==> src/rtl/sock_irq_pkg.sv <==
package sock_irq_pkg;
  localparam int FLAG_W    = 5;
  localparam int F_CONN    = 0;
  localparam int F_DISC    = 1;
  localparam int F_RECV    = 2;
  localparam int F_TMO     = 3;
  localparam int F_SENDOK  = 4;

  typedef logic [FLAG_W-1:0] flags_t;

  // Write-one-to-clear merge; set sources win over a clear.
  function automatic flags_t flag_merge(input flags_t cur, input flags_t set_v,
                                        input flags_t clr_v);
    return (cur & ~clr_v) | set_v;
  endfunction

  // Receive re-raise as a flag vector.
  function automatic flags_t recv_only(input logic hit);
    flags_t v;
    v = '0;
    v[F_RECV] = hit;
    return v;
  endfunction
endpackage

==> src/rtl/sock_irq_status.sv <==
module sock_irq_status
  import sock_irq_pkg::*;
#(
  parameter int NUM_SOCK = 4,
  parameter int SEL_W    = 2
) (
  input  logic                       clk,
  input  logic                       rst_n,
  input  logic [NUM_SOCK*FLAG_W-1:0] evt_i,
  input  logic                       clr_we_i,
  input  logic [SEL_W-1:0]           clr_sel_i,
  input  flags_t                     clr_bits_i,
  input  logic [NUM_SOCK-1:0]        rearm_i,
  output logic [NUM_SOCK*FLAG_W-1:0] status_o
);
  for (genvar s = 0; s < NUM_SOCK; s++) begin : g_sock
    flags_t clr_s, set_s, flags_q;
    assign clr_s = (clr_we_i && clr_sel_i == SEL_W'(s)) ? clr_bits_i : '0;
    assign set_s = evt_i[s*FLAG_W +: FLAG_W] | recv_only(rearm_i[s]);

    always_ff @(posedge clk or negedge rst_n) begin
      if (!rst_n) flags_q <= '0;
      else        flags_q <= flag_merge(flags_q, set_s, clr_s);
    end
    assign status_o[s*FLAG_W +: FLAG_W] = flags_q;

    // an event never loses against a simultaneous clear
    p_evt_kept_r3: assert property (@(posedge clk) disable iff (!rst_n)
      $past(rst_n) |-> ((flags_q & $past(evt_i[s*FLAG_W +: FLAG_W]))
                        == $past(evt_i[s*FLAG_W +: FLAG_W])));
    // a cleared bit with no set source reads zero
    p_clear_takes_r4: assert property (@(posedge clk) disable iff (!rst_n)
      $past(rst_n) |-> ((flags_q & $past(clr_s) & ~$past(set_s)) == '0));
  end
endmodule

==> src/rtl/sock_irq_rxchk.sv <==
module sock_irq_rxchk #(
  parameter int NUM_SOCK = 4,
  parameter int OCC_W    = 11
) (
  input  logic                      clk,
  input  logic                      rst_n,
  input  logic [NUM_SOCK-1:0]       rx_done_i,
  input  logic [NUM_SOCK*OCC_W-1:0] rx_occ_i,
  output logic [NUM_SOCK-1:0]       rearm_o
);
  logic [NUM_SOCK-1:0] done_q;

  always_ff @(posedge clk or negedge rst_n) begin
    if (!rst_n) done_q <= '0;
    else        done_q <= rx_done_i;
  end

  for (genvar s = 0; s < NUM_SOCK; s++) begin : g_chk
    assign rearm_o[s] = done_q[s] && (rx_occ_i[s*OCC_W +: OCC_W] != '0);

    // a re-raise only follows a receive-complete command
    p_rearm_cause_r5: assert property (@(posedge clk) disable iff (!rst_n)
      ($past(rst_n) && rearm_o[s]) |-> $past(rx_done_i[s]));
  end
endmodule

==> src/rtl/sock_irq_pend.sv <==
module sock_irq_pend #(
  parameter int PEND_W = 16
) (
  input  logic              clk,
  input  logic              rst_n,
  input  logic              clr_hit_i,
  input  logic [PEND_W-1:0] pend_i,
  output logic              hold_o
);
  logic [PEND_W-1:0] cnt_q;

  always_ff @(posedge clk or negedge rst_n) begin
    if (!rst_n)           cnt_q <= '0;
    else if (clr_hit_i)   cnt_q <= pend_i;
    else if (cnt_q != '0) cnt_q <= cnt_q - 1'b1;
  end
  assign hold_o = (cnt_q != '0);

  // a clearing write with a nonzero interval starts a release
  p_release_start_r6: assert property (@(posedge clk) disable iff (!rst_n)
    ($past(rst_n) && $past(clr_hit_i) && $past(pend_i) != '0) |-> hold_o);
  // the interval counts down by one per cycle unless reloaded
  p_countdown_r6: assert property (@(posedge clk) disable iff (!rst_n)
    ($past(rst_n) && $past(hold_o) && !$past(clr_hit_i))
      |-> (cnt_q == $past(cnt_q) - 1'b1));
endmodule

==> src/rtl/sock_irq_ctrl.sv <==
module sock_irq_ctrl
  import sock_irq_pkg::*;
#(
  parameter int NUM_SOCK = 4,
  parameter int OCC_W    = 11,
  parameter int PEND_W   = 16,
  localparam int SEL_W   = (NUM_SOCK > 1) ? $clog2(NUM_SOCK) : 1,
  localparam int STAT_W  = NUM_SOCK * FLAG_W
) (
  input  logic                      clk,
  input  logic                      rst_n,
  input  logic [STAT_W-1:0]         evt_i,
  input  logic                      clr_we_i,
  input  logic [SEL_W-1:0]          clr_sel_i,
  input  logic [FLAG_W-1:0]         clr_bits_i,
  input  logic [STAT_W-1:0]         mask_i,
  input  logic [NUM_SOCK-1:0]       rx_done_i,
  input  logic [NUM_SOCK*OCC_W-1:0] rx_occ_i,
  input  logic [PEND_W-1:0]         pend_i,
  output logic [STAT_W-1:0]         status_o,
  output logic                      irq_n_o
);
  // Named internal events
  logic [NUM_SOCK-1:0] rearm;
  logic                clr_hit;
  logic                hold;
  logic                pending;

  assign clr_hit = clr_we_i && (clr_bits_i != '0);

  sock_irq_rxchk #(.NUM_SOCK(NUM_SOCK), .OCC_W(OCC_W)) u_rxchk (
    .clk(clk), .rst_n(rst_n), .rx_done_i(rx_done_i), .rx_occ_i(rx_occ_i),
    .rearm_o(rearm));

  sock_irq_status #(.NUM_SOCK(NUM_SOCK), .SEL_W(SEL_W)) u_status (
    .clk(clk), .rst_n(rst_n), .evt_i(evt_i), .clr_we_i(clr_we_i),
    .clr_sel_i(clr_sel_i), .clr_bits_i(clr_bits_i), .rearm_i(rearm),
    .status_o(status_o));

  sock_irq_pend #(.PEND_W(PEND_W)) u_pend (
    .clk(clk), .rst_n(rst_n), .clr_hit_i(clr_hit), .pend_i(pend_i),
    .hold_o(hold));

  assign pending = |(status_o & mask_i);
  assign irq_n_o = ~(pending & ~hold);

  // with nothing enabled and set, the line stays released
  p_masked_quiet_r8: assert property (@(posedge clk) disable iff (!rst_n)
    !pending |-> irq_n_o);
  // a zero interval never releases a still-pending line
  p_no_release_zero_r7: assert property (@(posedge clk) disable iff (!rst_n)
    ($past(rst_n) && $past(clr_hit) && $past(pend_i) == '0 && pending)
      |-> !irq_n_o);

  for (genvar s = 0; s < NUM_SOCK; s++) begin : g_rx_sva
    // a re-raise always lands in the receive flag
    p_rearm_lands_r5: assert property (@(posedge clk) disable iff (!rst_n)
      ($past(rst_n) && $past(rearm[s])) |-> status_o[s*FLAG_W + F_RECV]);
  end
endmodule

==> config.mk <==
export PLATFORM = sky130hd
export DESIGN_NAME = sock_irq_ctrl
export DESIGN_NICKNAME = d
export VERILOG_FILES = /design/src/rtl/sock_irq_pkg.sv /design/src/rtl/sock_irq_status.sv /design/src/rtl/sock_irq_rxchk.sv /design/src/rtl/sock_irq_pend.sv /design/src/rtl/sock_irq_ctrl.sv
export SDC_FILE = /design/constraint.sdc
export NUM_CORES = 1
export LEC_CHECK = 0
export ABC_AREA = 1
export BUFFER_PORTS_ARGS = -buffer_cell sky130_fd_sc_hd__buf_2
export CAP_MARGIN = 20
export CORE_MARGIN = 10
export CORE_UTILIZATION = 30
export CTS_CLUSTER_DIAMETER = 60
export CTS_CLUSTER_SIZE = 12
export DETAILED_ROUTE_END_ITERATION = 6
export PLACE_DENSITY_LB_ADDON = 0.08
export SYNTH_ARGS = -nofsm -noshare
export SYNTH_HDL_FRONTEND = slang
export SYNTH_SLANG_ARGS = --single-unit
==> constraint.sdc <==
create_clock -name clk -period 2 [get_ports clk]
set_clock_uncertainty 0.1 [all_clocks]
set_input_delay 0 -clock clk [delete_from_list [all_inputs] [get_ports clk]]
set_output_delay 0 -clock clk [all_outputs]
set_load 0.01 [all_outputs]
==> flow_metrics.py, run 1 <==
metrics = {
    "status": {
        "run_status": "complete, no violations",
    },
    "logic_synthesis": {
        "synth_area_leaders": "sky130_fd_sc_hd__dfrtp_1 40%, sky130_fd_sc_hd__nand2_1 15%, sky130_fd_sc_hd__nor2_1 5.8%",
        "yosysTopAreaCell": "sky130_fd_sc_hd__dfrtp_1",
        "netlist-cell-type-count": 32,
        "synth_top_area_share_pct": 40.0,
        "synth_area_per_inst_sq_um": 7.35,
        "syn_inst": 341,
        "yosys_warnings": 0,
        "ys_seq_elements": 40,
        "synth.cell_area_sq_um": 2500,
        "post_synthesis_net_count": 456,
        "synth.yosys.seq_area_share_pct": 40.0,
    },
    "place": {
        "place_worst_setup_slack_ns": 0.325,
        "io_buffers": 134,
        "routabilityCongestion": 0.837,
        "dp_hpwl_um": 6980,
    },
    "timing": {
        "post-route-min-period_ns": 1.85,
        "final-max-slew-violation-count": 0,
        "setup_ws_ns": 0.152,
        "report.final.hold_viol_count": 0,
        "finalSetupViolCount": 0,
        "timing.hold.ws_ns": 0.0102,
        "timing.final.crit_share_pct": 92.4,
        "max-slew-margin-rel_pct": 58.3,
        "max_slew.worst_pin.slew_ns": 0.625,
        "clock.fmax_ghz": 0.541,
    },
    "finish": {
        "sequential_cell_area_sq_um": 1000,
        "final_util_pct": 48.3,
        "final_common_cell": "sky130_fd_sc_hd__buf_2",
        "num-fill-cells": 844,
        "antennaDiodeCount": 0,
        "mostFrequentLayoutCells": "134 x sky130_fd_sc_hd__buf_2, 103 x sky130_fd_sc_hd__nand2_1, 51 x sky130_fd_sc_hd__dlygate4sd3_1, 39 x sky130_fd_sc_hd__nor2_1, 39 x sky130_fd_sc_hd__dfrtp_1",
        "multi_input_comb_area_sq_um": 1320,
        "layout.nets": 648,
        "drive_above_1_share_pct": 34.3,
        "syn_to_final_growth_pct": 57.6,
    },
    "global_routing": {
        "largest_net_degree_at_the_start_of_global_routing": 27,
        "grt_first_pass_wirelength_um": 14400,
        "grt_pass1_vias": 3043,
        "grt_usage_pct": 13.8,
        "overflow": 0,
        "antenna_found_initial": 0,
    },
    "setup_path": {
        "critical_path_arrival_ns": 1.75,
        "setup.worst_path.end_class": "primary output",
        "timing.critical_path.required_ns": 1.90,
        "critical_path.n_buffers_inverters": 2,
        "r2r_setup_slack_ns": 0.36,
        "crit_path_cell_trace": "inv_2 > ha_4 > nand3_4 > nor2_4 > nand4_1 > nand2b_1 > buf_2",
        "worstPathMaxFanout": 7,
        "path_delay_family": "simple AND/OR/NAND/NOR gates",
        "timing.critical_path.slowest_cell_delay_ns": 0.44,
        "critPathSlowestCell": "sky130_fd_sc_hd__dfrtp_2",
        "critical_path.startpoint_type": "flop",
        "path_class": "flop to primary output",
    },
    "clocking": {
        "numClockSinks": 40,
        "htree_num_levels": 2,
        "tritoncts_buffer_count": 5,
        "clk_pin_slew_ns": 0.08,
        "clk_path_buf_depth": 2,
        "buffer_type_at_the_clock_tree_root": "sky130_fd_sc_hd__clkbuf_8",
        "tritoncts": "yes",
        "clkLatencyLatePin_ns": 0.30,
    },
    "floorplan": {
        "floorplan.initialDensity_pct": 30.6,
        "boundaryPins": 135,
        "placeableCoreArea_sq_um": 8180,
        "fp.dieH_um": 111,
        "rows": 33,
        "die_width_um": 111,
        "die-area_sq_um": 12400,
    },
    "detailed_routing": {
        "dr.pass1.iters": 4,
        "routed_wirelength_um": 8710,
        "num_vias": 2793,
        "route.detailed.wl_per_inst_um": 13.7,
        "post-route-drc-count": 0,
        "ant_nets": 0,
        "viasPerCell": 4.38,
        "drc_marker_count_from_the_first_detailed_route_iteration": 62,
    },
    "power_and_ir_drop": {
        "power_density_nw_per_um2": 572,
        "peakVddDrop_mv": 0.261,
        "static_power_due_to_leakage_nw": 1.97,
        "total_power_mw": 2.26,
    },
    "run": {
        "max_cap_viol": 0,
    },
    "hold_path": {
        "timing.hold.worst.class": "primary input to flop",
    },
}
==> cells in the mapped netlist <==
cell / instances
sky130_fd_sc_hd__and2_1: 1
sky130_fd_sc_hd__dfrtp_1: 40
sky130_fd_sc_hd__nor2_1: 39
sky130_fd_sc_hd__xor2_1: 1
sky130_fd_sc_hd__inv_4: 1
sky130_fd_sc_hd__ha_1: 1
sky130_fd_sc_hd__nand3b_1: 6
sky130_fd_sc_hd__nor3_1: 4
sky130_fd_sc_hd__nor4_1: 4
sky130_fd_sc_hd__o21bai_1: 1
sky130_fd_sc_hd__nand3_4: 2
sky130_fd_sc_hd__o21ai_0: 25
sky130_fd_sc_hd__inv_1: 37
sky130_fd_sc_hd__nand3_1: 15
sky130_fd_sc_hd__inv_2: 6
sky130_fd_sc_hd__buf_6: 3
sky130_fd_sc_hd__nor3_4: 1
sky130_fd_sc_hd__a21oi_1: 6
sky130_fd_sc_hd__nor2_2: 5
sky130_fd_sc_hd__nand4_4: 1
sky130_fd_sc_hd__or2_1: 9
sky130_fd_sc_hd__o21ai_2: 1
sky130_fd_sc_hd__nor2_4: 8
sky130_fd_sc_hd__nand2_4: 2
sky130_fd_sc_hd__nand3_2: 1
sky130_fd_sc_hd__nand2_2: 4
sky130_fd_sc_hd__nor2_8: 1
sky130_fd_sc_hd__nand4_1: 5
sky130_fd_sc_hd__nand2b_1: 1
sky130_fd_sc_hd__or2_2: 4
sky130_fd_sc_hd__o21ai_1: 3
sky130_fd_sc_hd__nand2_1: 103
==> sequential cells by signal, indices dropped and copies added, names as in the netlist <==
register                 flops
u_status.g_sock.flags_q     20
u_pend.cnt_q                16
u_rxchk.done_q               4
==> metal layers <==
layer	vias to the layer above	global-route usage [%]	share of wire (%)
li1	1456	-	-
met5	-	0	0
met1	1239	16.1	43
met4	0	3.43	1.1
met2	92	23.0	48
met3	6	5.48	7.6
==> path summary, 6_finish.rpt <==
kind	start	endpoint	depth (start not counted)
setup / recovery	u_pend.cnt_q[0]	irq_n_o	7
hold / removal	clr_bits_i[4]	u_status.g_sock[1].flags_q[4]	4
setup reg to reg	u_pend.cnt_q[0]	u_pend.cnt_q[8]	7
hold reg to reg	u_status.g_sock[0].flags_q[0]	u_status.g_sock[0].flags_q[0]	2
max in group asynchronous	rst_n	u_status.g_sock[2].flags_q[2]	3
min in group asynchronous	rst_n	u_pend.cnt_q[11]	2
==> layout make-up <==
| type | count | share of cell area [%] |
|---|---|---|
| Clock buffer | 5 | 1.74 |
| Clock inverter | 2 | 1.52 |
| Inverter | 44 | 4.25 |
| Multi-Input combinational cell | 254 | 33.3 |
| Sequential cell | 40 | 25.4 |
| Tap cell | 105 | 3.33 |
| Timing Repair Buffer | 188 | 30.5 |
==> kinds of logic (layout without fill, tap and decap cells) <==
family                     Yosys count  count (layout)  share of synthesized area (%)
AOI/OAI and AO/OA                   36              36                           7.44
and+or+nand+nor                    216             216                           43.7
buffers and inverters               47             239                           8.04
xor gates and xnor gates             1               1                          0.350
adders and majority gates            1               1                          0.499
DFF                                 40              40                           40.0
==> where the power goes <==
part,internal [mW],switching (mW)
Clock,0.492,0.312
Sequential,0.863,0.0630
Combinational,0.262,0.268
==> through the flow <==
stage / setup TNS [ns] / area (sq um) / instances
finish: 0 / 3950 / 638
global route: -0.0215 / 3950 / 638
CTS: 0 / 3930 / 637
detailed placement: 0 / 3290 / 579
global placement: 0 / 3290 / 579
floorplan: 0 / 2500 / 341
==> what timing repair did <==
action / CTS / global route
buffers inserted: 0 / 1
gates resized for setup: 0 / 3
endpoints found under the hold margin: 64 / 0
hold buffers: 51 / 0
setup endpoints to repair: 0 / 1
==> worst register-to-register path: stages, from the launching register on <==
cell,delay [ns]
sky130_fd_sc_hd__dfrtp_2,0.44
sky130_fd_sc_hd__inv_2,0.13
sky130_fd_sc_hd__ha_4,0.18
sky130_fd_sc_hd__nand3_4,0.14
sky130_fd_sc_hd__nor2_2,0.18
sky130_fd_sc_hd__nand4_4,0.19
sky130_fd_sc_hd__nand2_1,0.12
sky130_fd_sc_hd__nor2_1,0.04
No activity file was read; power rests on OpenSTA's default activity.
==> inputs of run 2 (changes only) <==
--- a/config.mk
+++ b/config.mk
@@ -16,4 +16,5 @@
 export PLACE_DENSITY_LB_ADDON = 0.08
 export SYNTH_ARGS = -nofsm -noshare
 export SYNTH_HDL_FRONTEND = slang
+export SYNTH_HIERARCHICAL = 1
 export SYNTH_SLANG_ARGS = --single-unit
==> constraint.sdc (replaced) <==
create_clock -name clk -period 2.1 [get_ports clk]
set_clock_uncertainty 0.1 [all_clocks]
set_input_delay 0 -clock clk [delete_from_list [all_inputs] [get_ports clk]]
set_output_delay 0 -clock clk [all_outputs]
set_load 0.01 [all_outputs]
==> run 2 against run 1 <==
  * First-iteration DRC count increased by 9.7%
  * Highest routed layer unchanged
  * Clock power decreased by 35%
  * Worst setup slack worse by 0.0049 ns
  * Critical path type unchanged
  * Sequential share of layout area decreased by 0.14 points
  * Global-route usage down 0.42 points
  * Critical endpoint unchanged
  * Design area increased by 0.44%
  * Synthesized cell count rose by 7.6%
  * Wire length down 5.0%
  * Power shrank 15%
==> flow_metrics.py, run 2 <==
metrics = {
    "status": {
        "run_status": "complete, no violations",
    },
    "finish": {
        "design_area_sq_um": 3970,
        "layout.nets": 680,
        "mostFrequentLayoutCells": "143 x sky130_fd_sc_hd__nand2_1, 134 x sky130_fd_sc_hd__buf_2, 61 x sky130_fd_sc_hd__dlygate4sd3_1, 51 x sky130_fd_sc_hd__nor2_1, 46 x sky130_fd_sc_hd__inv_1",
        "antennaDiodeCount": 0,
        "largest-register": "u_status/g_sock.flags_q",
        "final_common_cell": "sky130_fd_sc_hd__nand2_1",
        "final_util_pct": 48.8,
        "drive_above_1_share_pct": 28.4,
        "syn_to_final_growth_pct": 59.7,
        "largest_register_ff_count": 20,
        "largestRegisters": "u_status/g_sock.flags_q (20), u_pend/cnt_q (16), u_rxchk/done_q (4)",
    },
    "timing": {
        "clock.fmax_ghz": 0.512,
        "post-route-min-period_ns": 1.95,
        "max-slew-margin-rel_pct": 64.3,
        "max_slew.worst_pin.slew_ns": 0.536,
        "setup_total_negative_slack_ns": 0,
        "finalSetupViolCount": 0,
        "final-max-slew-violation-count": 0,
        "report.final.hold_viol_count": 0,
        "timing.final.crit_share_pct": 93.0,
        "setup_repair_after_global_routing_missed_its_margin": "false",
    },
    "logic_synthesis": {
        "synth_area_per_inst_sq_um": 6.77,
        "synth.cell_area_sq_um": 2480,
        "post_synthesis_net_count": 482,
        "synth_top_area_share_pct": 40.3,
        "ys_seq_elements": 40,
        "syn_inst": 367,
        "synth.most_common_cell": "sky130_fd_sc_hd__nand2_1",
        "synth.yosys.seq_area_share_pct": 40.3,
        "synth-edff-count": 0,
        "synth-async-reset-ratio_pct": 100,
        "ys_dominant_reg_cell": "sky130_fd_sc_hd__dfrtp_1",
        "yosys_warnings": 6,
        "yosysTopAreaCell": "sky130_fd_sc_hd__dfrtp_1",
        "netlist-cell-type-count": 28,
        "synth_area_leaders": "sky130_fd_sc_hd__dfrtp_1 40%, sky130_fd_sc_hd__nand2_1 22%, sky130_fd_sc_hd__nor2_1 7.7%",
        "yosys-top-cells-count": "143 x sky130_fd_sc_hd__nand2_1, 51 x sky130_fd_sc_hd__nor2_1, 46 x sky130_fd_sc_hd__inv_1",
    },
    "setup_path": {
        "timing.rr.end": "u_pend/cnt_q[11]",
        "path_class": "flop to primary output",
        "worstPathMaxFanout": 9,
        "setup.worst_path.end_class": "primary output",
        "critical_path.startpoint_type": "flop",
        "cp-endpoint": "irq_n_o",
        "timing.critical_path.required_ns": 2.00,
        "r2r-start": "u_pend/cnt_q[0]",
        "setup.worst_path.start": "u_pend/cnt_q[0]",
        "r2r_cells": 7,
        "r2r_setup_slack_ns": 0.51,
        "critical_path_arrival_ns": 1.85,
    },
    "place": {
        "dpl_cell_area_sq_um": 3270,
        "routabilityCongestion": 0.758,
        "dp_hpwl_um": 6490,
        "io_buffers": 134,
    },
    "global_routing": {
        "grt_first_pass_wirelength_um": 14100,
        "grt_pass1_vias": 3111,
        "grt_usage_pct": 13.3,
        "antenna_found_initial": 0,
        "overflow": 0,
        "largest_net_degree_at_the_start_of_global_routing": 41,
    },
    "power_and_ir_drop": {
        "static_power_due_to_leakage_nw": 2.10,
        "power_density_nw_per_um2": 481,
        "peakVddDrop_mv": 0.202,
    },
    "floorplan": {
        "floorplan.initialDensity_pct": 30.5,
        "rows": 33,
        "boundaryPins": 135,
        "die-area_sq_um": 12300,
        "die_width_um": 111,
        "fp.dieH_um": 111,
        "placeableCoreArea_sq_um": 8130,
    },
    "run": {
        "max_cap_viol": 0,
    },
    "detailed_routing": {
        "drc_marker_count_from_the_first_detailed_route_iteration": 68,
        "route.detailed.wl_per_inst_um": 12.3,
        "viasPerCell": 4.30,
        "post-route-drc-count": 0,
        "dr.pass1.iters": 4,
        "ant_nets": 0,
        "routed_wirelength_um": 8280,
        "num_vias": 2888,
    },
    "clocking": {
        "numClockSinks": 40,
        "htree_num_levels": 2,
        "clkLatencyLatePin_ns": 0.29,
        "tritoncts": "yes",
        "clk_pin_slew_ns": 0.09,
        "tritoncts_buffer_count": 5,
        "cts_setup_buffers": 0,
        "buffer_type_at_the_clock_tree_root": "sky130_fd_sc_hd__clkbuf_8",
        "clk_path_buf_depth": 2,
    },
    "hold_path": {
        "timing.hold.worst.class": "primary input to flop",
    },
}
run 2: changes by cell type in the layout (fill, tap and decap cells not counted), moves of 5 or more:
| cell | before | now |
|---|---|---|
| sky130_fd_sc_hd__nand2_1 | 103 | 143 |
| sky130_fd_sc_hd__o21ai_0 | 25 | 7 |
| sky130_fd_sc_hd__nor2_1 | 39 | 51 |
| sky130_fd_sc_hd__dlygate4sd3_1 | 51 | 61 |
| sky130_fd_sc_hd__nand4_1 | 5 | 15 |
| sky130_fd_sc_hd__inv_1 | 37 | 46 |
| sky130_fd_sc_hd__or2_1 | 9 | 0 |
| sky130_fd_sc_hd__inv_2 | 6 | 1 |
| sky130_fd_sc_hd__nand3_1 | 15 | 20 |
| sky130_fd_sc_hd__nor2_4 | 8 | 3 |
run 2: layer usage:
metal  vias up  wire (um)  GRT usage (%)  share of wire, %
met5         -          0              0                 0
met4         0         55           2.60              0.66
met3         6        568           4.33               6.9
met2        84       3800           22.0                46
met1      1274       3850           16.6                46
li1       1524          -              -                 -
run 2: cell families after synthesis:
logic type / share of synthesized area, %
xor gates and xnor gates: 2.12
DFF: 40.3
adders and majority gates: 0.504
buffers and inverters: 8.72
and+or+nand+nor: 44.7
AOI/OAI and AO/OA: 3.68
run 2: critical path: stages, from the launching register on:
cell                       delay [ns]
sky130_fd_sc_hd__dfrtp_1         0.41
sky130_fd_sc_hd__inv_1           0.11
sky130_fd_sc_hd__ha_1            0.24
sky130_fd_sc_hd__nand2_4         0.11
sky130_fd_sc_hd__nor2_8          0.14
sky130_fd_sc_hd__nand4_4         0.17
sky130_fd_sc_hd__o21bai_2        0.24
sky130_fd_sc_hd__buf_2           0.14
run 2: area by class of cell:
class                      instances  area (sq um)
timing repair buffer             198          1300
sequential                        40          1000
clock inverter                     3          18.8
clock buffer                       5          68.8
tap                              105           131
fill                             855          4170
multi-input combinational        273          1270
inverter                          47           176
run 2: what timing repair did:
item	4_1_cts	5_1_grt
hold buffers	61	0
endpoints found under the hold margin	80	0
resized for setup	0	0
run 2: report_power, final:
group	switching (mW)	leakage, nW	internal (mW)	total [mW]
logic	0.260	1.63	0.253	0.513
registers	0.0514	0.421	0.824	0.876
clock network	0.289	0.0479	0.232	0.521
run 2: stage by stage:
step / power, mW / instances / worst slack [ns] / hold slack [ns]
after floorplan: 1.14 / 367 / 0.650 / -0.396
after global placement: 1.33 / 602 / 0.464 / 0.00847
after detailed placement: 1.33 / 602 / 0.449 / 0.0102
after CTS: 1.94 / 671 / 0.116 / 0.187
after global routing: 2.05 / 671 / 0.00301 / 0.253
final: 1.91 / 671 / 0.147 / 0.176
run 2: how the worst min path moves through the flow:
stage | from | endpoint | slack, ns | cells past startpoint
4_1_cts | clr_bits_i[4] | u_pend/cnt_q[10] | 0.19 | 6
3_5_place_dp | rst_n | u_rxchk/done_q[2] | 0.01 | 2
3_3_place_gp | rst_n | u_rxchk/done_q[2] | 0.008 | 2
6_report | clr_bits_i[4] | u_pend/cnt_q[10] | 0.18 | 6
2_1_floorplan | rst_n | u_pend/cnt_q[0] | -0.40 | 0
5_1_grt | rst_n | u_rxchk/done_q[2] | 0.25 | 3
==> inputs of run 3 (changes only) <==
==> constraint.sdc (replaced) <==
create_clock -name clk -period 2.3 [get_ports clk]
set_clock_uncertainty 0.1 [all_clocks]
set_input_delay 0 -clock clk [delete_from_list [all_inputs] [get_ports clk]]
set_output_delay 0 -clock clk [all_outputs]
set_load 0.01 [all_outputs]
==> run 3 against run 2 <==
  * Clock-buffer cell count is 2 higher
  * Register-to-register slack better by 0.19 ns
  * Global-route usage about the same
  * Non-clock buffer count down 2
  * Via count decreased by 0.76%
  * Sequential power decreased by 8.7%
  * Utilization down 0.077 points
  * First-iteration DRC count up 50%
  * Hold slack better by 0.074 ns
  * Largest cell class unchanged
  * Design area fell by 0.16%
  * Sequential share of layout area barely moved
==> flow_metrics.py, run 3 (synthesis results as in run 2) <==
metrics = {
    "status": {
        "run_status": "complete, no violations",
    },
    "setup_path": {
        "crit_path_cell_trace": "inv_1 > ha_1 > nand2_4 > nor2_8 > nand4_4 > o21bai_2 > buf_2",
        "r2r-start": "u_pend/cnt_q[0]",
        "cp_num_cells": 7,
        "path_class": "flop to primary output",
        "path_delay_family": "simple AND/OR/NAND/NOR gates",
        "setup.worst_path.start": "u_pend/cnt_q[0]",
        "critical_path.startpoint_type": "flop",
        "critical_path_arrival_ns": 1.86,
        "setup.worst_path.end_class": "primary output",
        "timing.rr.end": "u_pend/cnt_q[7]",
        "timing.critical_path.slowest_cell_delay_ns": 0.40,
        "worstPathMaxFanout": 9,
        "r2r_setup_slack_ns": 0.70,
        "timing.critical_path.required_ns": 2.20,
        "critPathSlowestCell": "sky130_fd_sc_hd__dfrtp_1",
        "critical_path.n_buffers_inverters": 2,
        "cp-endpoint": "irq_n_o",
        "r2r_cells": 7,
    },
    "power_and_ir_drop": {
        "switching_power_mw": 0.526,
        "combinationalPowerShare_pct": 26.3,
        "power.sequential.fraction_pct": 45.1,
        "cell_internal_pwr_mw": 1.25,
        "peakVddDrop_mv": 0.210,
        "clock_power_share_pct": 28.7,
        "power_density_nw_per_um2": 448,
        "static_power_due_to_leakage_nw": 2.10,
        "switching_share_pct": 29.7,
    },
    "timing": {
        "post-route-min-period_ns": 1.96,
        "clock.fmax_ghz": 0.511,
        "max-slew-margin-rel_pct": 37.4,
        "report.final.hold_viol_count": 0,
        "timing.final.crit_share_pct": 85.0,
        "final-max-slew-violation-count": 0,
        "finalSetupViolCount": 0,
        "setup_repair_after_global_routing_missed_its_margin": "false",
        "setup_total_negative_slack_ns": 0,
        "max_slew.worst_pin.slew_ns": 0.938,
    },
    "detailed_routing": {
        "route.detailed.wl_per_inst_um": 12.5,
        "post-route-drc-count": 0,
        "viasPerCell": 4.29,
        "num_vias": 2866,
        "dr.pass1.iters": 6,
        "routed_wirelength_um": 8340,
        "ant_nets": 0,
        "drc_marker_count_from_the_first_detailed_route_iteration": 102,
    },
    "global_routing": {
        "grt_pass1_vias": 3082,
        "antenna_found_initial": 0,
        "grt_first_pass_wirelength_um": 13900,
        "grt_usage_pct": 13.3,
        "overflow": 0,
        "largest_net_degree_at_the_start_of_global_routing": 41,
    },
    "finish": {
        "antennaDiodeCount": 0,
        "final_common_cell": "sky130_fd_sc_hd__nand2_1",
        "sequential_cell_area_sq_um": 1000,
        "multi_input_comb_area_sq_um": 1270,
        "mostFrequentLayoutCells": "143 x sky130_fd_sc_hd__nand2_1, 134 x sky130_fd_sc_hd__buf_2, 61 x sky130_fd_sc_hd__dlygate4sd3_1, 51 x sky130_fd_sc_hd__nor2_1, 46 x sky130_fd_sc_hd__inv_1",
        "num-fill-cells": 864,
        "syn_to_final_growth_pct": 59.4,
        "final_util_pct": 48.7,
        "largest_register_ff_count": 20,
        "layout.nets": 678,
        "drive_above_1_share_pct": 28.1,
        "largest-register": "u_status/g_sock.flags_q",
        "largestRegisters": "u_status/g_sock.flags_q (20), u_pend/cnt_q (16), u_rxchk/done_q (4)",
    },
    "floorplan": {
        "boundaryPins": 135,
        "die_width_um": 111,
        "rows": 33,
        "placeableCoreArea_sq_um": 8130,
        "die-area_sq_um": 12300,
        "floorplan.initialDensity_pct": 30.5,
        "fp.dieH_um": 111,
    },
    "place": {
        "dp_hpwl_um": 6590,
        "io_buffers": 134,
        "routabilityCongestion": 0.751,
    },
    "clocking": {
        "post_cts.resized_instances": 0,
        "htree_num_levels": 2,
        "tritoncts_buffer_count": 5,
        "clk_pin_slew_ns": 0.07,
        "clk_path_buf_depth": 2,
        "clkLatencyLatePin_ns": 0.29,
        "cts_setup_buffers": 0,
        "numClockSinks": 40,
        "buffer_type_at_the_clock_tree_root": "sky130_fd_sc_hd__clkbuf_8",
        "tritoncts": "yes",
    },
    "run": {
        "max_cap_viol": 0,
    },
    "hold_path": {
        "timing.hold.worst.class": "primary input to flop",
    },
}
run 3: cell types whose count changed in the layout (fill, tap and decap cells not counted), sizes merged:
cell    before  now
clkbuf       5    7
buf        137  135
clkinv       3    0
run 3: final cells by class:
cell class | count | share of cell area (%)
clock buffers | 7 | 2.43
inverters | 47 | 4.45
flip-flops and latches | 40 | 25.3
multi-input cells | 273 | 32.0
repair buffers | 196 | 32.5
well taps | 105 | 3.32
run 3: what timing repair did:
item,in CTS,in global routing
endpoints found under the setup margin,0,0
hold buffers,61,0
endpoints found under the hold margin,80,0
run 3: power groups by stage:
| stage | Combinational [mW] | Clock [mW] | Sequential, mW |
|---|---|---|---|
| finish | 0.466 | 0.509 | 0.800 |
| global route | 0.532 | 0.558 | 0.807 |
| CTS | 0.472 | 0.533 | 0.801 |
| detailed placement | 0.400 | 0 | 0.815 |
| global placement | 0.395 | 0 | 0.814 |
| floorplan | 0.232 | 0 | 0.807 |
run 3: through the flow:
step	hold slack (ns)	setup WS (ns)	total power [mW]	area [sq um]	instances
after floorplan	-0.396	0.850	1.04	2480	367
after global placement	0.00861	0.670	1.21	3250	600
after detailed placement	0.00980	0.635	1.21	3250	600
after CTS	0.239	0.309	1.81	3960	668
after global routing	0.242	0.204	1.90	3960	668
final	0.250	0.345	1.78	3960	668
run 3: worst min-delay path by stage:
| stage | startpoint | endpoint | cells past startpoint |
|---|---|---|---|
| after global placement | rx_done_i[0] | u_rxchk/done_q[0] | 1 |
| after global routing | rx_done_i[3] | u_rxchk/done_q[3] | 2 |
| after CTS | rx_done_i[2] | u_rxchk/done_q[2] | 2 |
| final | rx_done_i[1] | u_rxchk/done_q[1] | 2 |
| after detailed placement | rx_done_i[0] | u_rxchk/done_q[0] | 1 |
| after floorplan | rst_n | u_pend/cnt_q[0] | 0 |
run 3: layer usage:
layer	GRT usage [%]	share of wire, %	vias to the layer above
met4	2.60	0.40	0
li1	-	-	1519
met5	0	0	-
met2	22.1	47	83
met1	16.1	46	1262
met3	4.76	7.2	2
